**config.mk**
```make
export PLATFORM = sky130hd
export DESIGN_NAME = ser8_tree_top
export DESIGN_NICKNAME = d
export VERILOG_FILES = /design/src/rtl/ser8_pkg.sv /design/src/rtl/ser8_clk_div.sv /design/src/rtl/ser8_word_cap.sv /design/src/rtl/ser8_sel_tree.sv /design/src/rtl/ser8_out_reg.sv /design/src/rtl/ser8_tree_top.sv
export SDC_FILE = /design/constraint.sdc
export NUM_CORES = 1
export LEC_CHECK = 0
export BUFFER_PORTS_ARGS = -buffer_cell sky130_fd_sc_hd__buf_2
export CORE_UTILIZATION = 35
export DETAILED_ROUTE_END_ITERATION = 8
export HOLD_SLACK_MARGIN = 0.03
export PLACE_DENSITY = 0.55
export SYNTH_ARGS = -nofsm -noshare
export SYNTH_HDL_FRONTEND = slang
export SYNTH_SLANG_ARGS = --single-unit
```
**constraint.sdc**
```tcl
create_clock -name clk -period 1.53 [get_ports clk]
set_input_delay 0.306 -clock clk [delete_from_list [all_inputs] [get_ports clk]]
set_output_delay 0.306 -clock clk [all_outputs]
set_load 0.1 [all_outputs]
```
**src/rtl/ser8_pkg.sv**
```systemverilog
package ser8_pkg;
    localparam int unsigned SER_RATIO = 8;
    localparam int unsigned PH_W      = $clog2(SER_RATIO);
    localparam int unsigned LANES     = 2;
    localparam int unsigned LANE_W    = SER_RATIO / LANES;
    localparam int unsigned QSEL_W    = PH_W - 1;

    typedef enum logic [PH_W-1:0] {
        PH_B0 = 3'd0,
        PH_B1 = 3'd1,
        PH_B2 = 3'd2,
        PH_B3 = 3'd3,
        PH_B4 = 3'd4,
        PH_B5 = 3'd5,
        PH_B6 = 3'd6,
        PH_B7 = 3'd7
    } phase_e;
endpackage

```
**src/rtl/ser8_clk_div.sv**
```systemverilog
module ser8_clk_div
    import ser8_pkg::*;
(
    input  logic   clk,
    input  logic   rst,
    output phase_e phase_o,
    output logic   load_o,
    output logic   div8_o,
    output logic   div8_n_o
);
    // divide-by-2 stage
    logic              half_q;
    // divide-by-4 stage, enabled when the half stage wraps
    logic [QSEL_W-1:0] quart_q;
    logic              div_set;
    logic              div_clr;

    always_ff @(posedge clk) begin
        if (rst) begin
            half_q  <= 1'b0;
            quart_q <= '0;
        end else begin
            half_q <= ~half_q;
            if (half_q) begin
                quart_q <= quart_q + 1'b1;
            end
        end
    end

    assign phase_o = phase_e'({quart_q, half_q});

    // output decode per phase state
    always_comb begin
        div_set = 1'b0;
        div_clr = 1'b0;
        load_o  = 1'b0;
        unique case (phase_o)
            PH_B3:   div_set = 1'b1;
            PH_B7: begin
                div_clr = 1'b1;
                load_o  = 1'b1;
            end
            PH_B0, PH_B1, PH_B2, PH_B4, PH_B5, PH_B6: begin
            end
            default: begin
            end
        endcase
    end

    always_ff @(posedge clk) begin
        if (rst) begin
            div8_o   <= 1'b0;
            div8_n_o <= 1'b1;
        end else if (div_set) begin
            div8_o   <= 1'b1;
            div8_n_o <= 1'b0;
        end else if (div_clr) begin
            div8_o   <= 1'b0;
            div8_n_o <= 1'b1;
        end
    end
endmodule

```
**src/rtl/ser8_word_cap.sv**
```systemverilog
module ser8_word_cap
    import ser8_pkg::*;
(
    input  logic                 clk,
    input  logic                 rst,
    input  logic                 load_i,
    input  logic [SER_RATIO-1:0] par_i,
    output logic [SER_RATIO-1:0] word_o
);
    always_ff @(posedge clk) begin
        if (rst) begin
            word_o <= '0;
        end else if (load_i) begin
            word_o <= par_i;
        end
    end
endmodule

```
**src/rtl/ser8_sel_tree.sv**
```systemverilog
module ser8_sel_tree
    import ser8_pkg::*;
(
    input  logic                 clk,
    input  logic                 rst,
    input  logic [SER_RATIO-1:0] word_i,
    input  phase_e               phase_i,
    output logic                 bit_o
);
    logic [PH_W-1:0]   ph;
    logic [QSEL_W-1:0] qsel;
    logic [LANES-1:0]  lane_q;
    logic              half_d;

    assign ph   = phase_i;
    assign qsel = ph[PH_W-1:1];

    // one registered 4:1 lane per parity: lane g carries bits g, g+2, g+4, g+6
    for (genvar g = 0; g < LANES; g++) begin : g_lane
        logic [LANE_W-1:0] lane_bits;
        for (genvar j = 0; j < LANE_W; j++) begin : g_tap
            assign lane_bits[j] = word_i[LANES*j + g];
        end
        always_ff @(posedge clk) begin
            if (rst) begin
                lane_q[g] <= 1'b0;
            end else begin
                lane_q[g] <= lane_bits[qsel];
            end
        end
    end

    always_ff @(posedge clk) begin
        if (rst) begin
            half_d <= 1'b0;
        end else begin
            half_d <= ph[0];
        end
    end

    // half-rate 2:1 interleave
    assign bit_o = half_d ? lane_q[1] : lane_q[0];
endmodule

```
**src/rtl/ser8_out_reg.sv**
```systemverilog
module ser8_out_reg (
    input  logic clk,
    input  logic rst,
    input  logic bit_i,
    output logic q_o,
    output logic q_n_o
);
    always_ff @(posedge clk) begin
        if (rst) begin
            q_o   <= 1'b0;
            q_n_o <= 1'b1;
        end else begin
            q_o   <= bit_i;
            q_n_o <= ~bit_i;
        end
    end
endmodule

```
**src/rtl/ser8_tree_top.sv**
```systemverilog
module ser8_tree_top
    import ser8_pkg::*;
(
    input  logic       clk,
    input  logic       rst,
    input  logic [7:0] par_i,
    output logic       ser_o,
    output logic       ser_n_o,
    output logic       div8_o,
    output logic       div8_n_o
);
    phase_e                 phase_w;
    logic                   load_w;
    logic [SER_RATIO-1:0]   word_w;
    logic                   tree_bit_w;

    ser8_clk_div div_i (
        .clk      (clk),
        .rst      (rst),
        .phase_o  (phase_w),
        .load_o   (load_w),
        .div8_o   (div8_o),
        .div8_n_o (div8_n_o)
    );

    ser8_word_cap cap_i (
        .clk    (clk),
        .rst    (rst),
        .load_i (load_w),
        .par_i  (par_i),
        .word_o (word_w)
    );

    ser8_sel_tree tree_i (
        .clk     (clk),
        .rst     (rst),
        .word_i  (word_w),
        .phase_i (phase_w),
        .bit_o   (tree_bit_w)
    );

    ser8_out_reg out_i (
        .clk   (clk),
        .rst   (rst),
        .bit_i (tree_bit_w),
        .q_o   (ser_o),
        .q_n_o (ser_n_o)
    );
endmodule

```
==> summary by stage <==
Status
The run finished with clean final reports.

Floorplanning
The area of the die is 0.00229 sq mm. The chip width is 47.8 microns. From bottom edge to top edge, the die measures 47.8 microns. The initial standard-cell utilization of the core is 37.5%. In this run the count of I/O pins placed on the die edge is 14. The placeable core region is 0.00196 sq mm.

The number of placement rows is 16.

Critical path
The worst path required time is 1.22 ns. The depth of the worst register-to-register path is 2. Of all nets on the critical path, the largest fanout is 2. Among cell families on the critical path, the largest total delay comes from buffers and inverters. The worst setup path is launched from a flip-flop.

The path type of the worst setup path is flip-flop to output port. The critical path starts at div_i.div8_o. The endpoint kind of the worst setup timing path is an output port. The number of buffers and inverters on the critical path is 1.

The endpoint identified for the worst register-to-register timing path is tree_i.lane_q[0]. The startpoint identified for the worst register-to-register timing path is div_i.quart_q[1]. The worst-path cell with the longest stage delay is buf_2. The register-to-register setup slack is 0.38 ns. The data arrival time of the critical path is 1.06 ns. The signal on the critical path passes through buf_2. In this design, the stage delay of the slowest critical-path cell is 0.42 ns.

Timing
The setup TNS is 0 ns. The number of pins exceeding their max-slew limit in the final report is 0. Based on the critical path, the design can be clocked at up to 730 MHz.

Setup repair after global routing left no endpoint under its margin. For the pin with the worst max-slew slack, the measured transition is 0.485 ns. The hold violation count in the final report is 0. The final critical-path required period is 1.37 ns.

The post-route clock skew is 0.00697 ns. The count of endpoints failing setup in the final report is 0. The share of the clock period used by the worst path after layout is 89.5%.

In this run the tightest slew margin relative to its limit is 67.9%.

Clock network
In this run the clock root is driven by a clkbuf_4. In this run the post-CTS setup repair buffer count came out at 0. The clock reaches the later pin of the worst-skew pair after 0.29 ns.

Gates resized during post-CTS repair numbered 0. The number of H-tree levels is 1. After clock tree synthesis, the clock-pin slew on the worst setup and hold paths is 0.10 ns. The number of buffers added by the clock tree synthesis step is 3. The TritonCTS clock tree is yes. CTS saw 18 sinks. The maximum buffer depth of the clock tree is 2.

After clock tree synthesis, the flow added hold-fix buffers numbering 0.

Route
The post-detailed-route wirelength per cell is 9.52 microns. After detailed routing, the number of vias per cell comes to 4.39. After detailed routing, the number of remaining DRC violations is 0. The total routed wirelength is 1040 microns. The starting DRC count in detailed routing is 5. The total via count after detailed routing is 478.

The number of nets with antenna violations after routing is 0. For this run, the detailed router's first-pass iteration total came to 4.

Synth
The commonest cells after synthesis are dfxtp_1 (18), nand2b_1 (16), mux2i_1 (9). The yosys synthesis warning count is 0. The biggest area contributor in the post-synthesis netlist is dfxtp_1. The per-instance average area after synthesis is 11.1 sq um. After synthesis, the share of flip-flops with an asynchronous set or reset is 0%. The sequential-to-total area share from yosys stat is 49.0%. The number of enable flip-flop cells after synthesis is 0. The cell area that synthesis handed to floorplanning was 736 sq um. Among all flip-flop cells after synthesis, the most frequent one is dfxtp_1. Sorting the synthesized cells by area gives the leading types as dfxtp_1 (49%), nand2b_1 (14%), mux2i_1 (12%). The synthesized design contains 18 register bits. Counting every instance in the synthesized netlist gives 66.

The most frequent cell after synthesis is dfxtp_1. The number of nets handed over by synthesis was 76. Counting distinct cell types in the post-synthesis netlist gives 19. The area share of the leading cell type in the synthesized netlist is 49.0%.

Cells and area
In the final layout, the share of cells above drive strength 1 is 31.7%. The antenna diode count is 0. Counting the fill cells in the layout gives 219. The area growth from synthesis to layout is 17.5%. After routing the design area is 865 sq um. The layout net count is 93.

Power and ir drop
Dividing total power by cell area gives a power density of 1000 mW/mm^2. The share of power burned in registers is 56.4%. The switching power of the nets is 0.200 mW. The proportion of total power due to net switching is 23.2%. Of the total power, the clock network draws 33.1%. Cell internal power was estimated by the tool at 0.664 mW. In this run, the combinational gates consume 10.5% of the power. The static leakage is 0.330 nW.

The worst-case IR drop observed on VDD is 0.798 mV.

Worst hold path
The tightest min-delay check is of the input port to flip-flop type. The launch point of the worst hold path is par_i[1]. The destination of the worst hold path is cap_i.word_o[1].

Along the worst hold path, the cell count comes to 3.

Job
The max-cap check violation count is 0.

Global routing
Global routing consumed, over all layers together, 11.2% of the routing resources. The total overflow left after global routing is 0. The initial antenna violation count is 0. The first global-routing pass estimated 1700 microns of wire. Entering global routing, the biggest net connects 27 pins. The via count of the first global-routing pass came to 394.

Placement
At the end of routability-driven placement, the weighted congestion stood at 0.633. The area of placed instances is 828 sq um. In this run the tool buffered the top-level ports with 13 buffer cells. The detailed placer's ending HPWL is 746 microns.
sequential cells by signal, indices dropped and copies added (netlist names):
register	flops
tree_i.lane_q	2
div_i.div8_o	1
tree_i.half_d	1
cap_i.word_o	8
div_i.div8_n_o	1
out_i.q_o	1
out_i.q_n_o	1
div_i.quart_q	2
div_i.half_q	1
per-layer routing:
| metal | global-route usage, % | wire [microns] | up-vias |
|---|---|---|---|
| li1 | - | - | 250 |
| met1 | 15.4 | 519 | 212 |
| met2 | 14.3 | 437 | 14 |
| met3 | 5.66 | 66 | 2 |
| met4 | 5.00 | 15 | 0 |
| met5 | 0 | 0 | - |
layout by cell type (no fill, tap or decap), drive strengths merged:
master	netlist	layout
a21bo	1	1
nand2	1	1
mux2i	9	9
nand2b	16	16
nand3b	1	1
mux4	2	2
nor2b	3	3
or2	1	1
dfxtp	18	18
buf	4	17
a211o	1	1
a21oi	2	2
nor3	1	1
xnor2	1	1
and3	1	1
nor2	3	3
clkbuf	1	4
area by class of cell:
type	instances	area [sq um]	share of cell area, %
multi-input cells	43	339	39.2
clock buffers	4	36.3	4.20
flip-flops and latches	18	360	41.7
well taps	27	33.8	3.91
repair buffers	17	95.1	11.0
stage by stage:
stage / power (mW) / hold WS (ns) / instances / worst slack, ns / util (%)
2_1_floorplan: 0.570 / 0.445 / 66 / 0.299 / -
3_3_place_gp: 0.590 / 0.449 / 105 / 0.391 / 42.2
3_5_place_dp: 0.591 / 0.449 / 105 / 0.379 / 42.2
4_1_cts: 0.882 / 0.254 / 109 / 0.146 / 44.1
5_1_grt: 0.911 / 0.257 / 109 / 0.105 / 44.1
6_report: 0.865 / 0.263 / 109 / 0.161 / 44.1
worst max path at each step:
stage,end,slack [ns],cells past startpoint
after floorplan,div8_n_o,0.30,0
after global placement,tree_i.lane_q[0],0.39,2
after detailed placement,tree_i.lane_q[0],0.38,2
after CTS,div8_o,0.15,1
after global routing,div8_o,0.10,1
final,div8_o,0.16,1
cell families after synthesis:
| family | after synthesis | synth area share, % |
|---|---|---|
| simple gates | 27 | 22.6 |
| flops | 18 | 49.0 |
| mux | 11 | 18.4 |
| buf+inv | 5 | 4.93 |
| compound gates | 4 | 3.91 |
| xor+xnor | 1 | 1.19 |
power groups by stage:
| stage | registers (mW) | clock network, mW | logic (mW) |
|---|---|---|---|
| after floorplan | 0.519 | 0 | 0.0515 |
| after global placement | 0.499 | 0 | 0.0910 |
| after detailed placement | 0.499 | 0 | 0.0916 |
| after CTS | 0.489 | 0.301 | 0.0917 |
| after global routing | 0.490 | 0.322 | 0.0995 |
| final | 0.488 | 0.286 | 0.0905 |
Note: power is estimated with default switching activity, not from simulation.
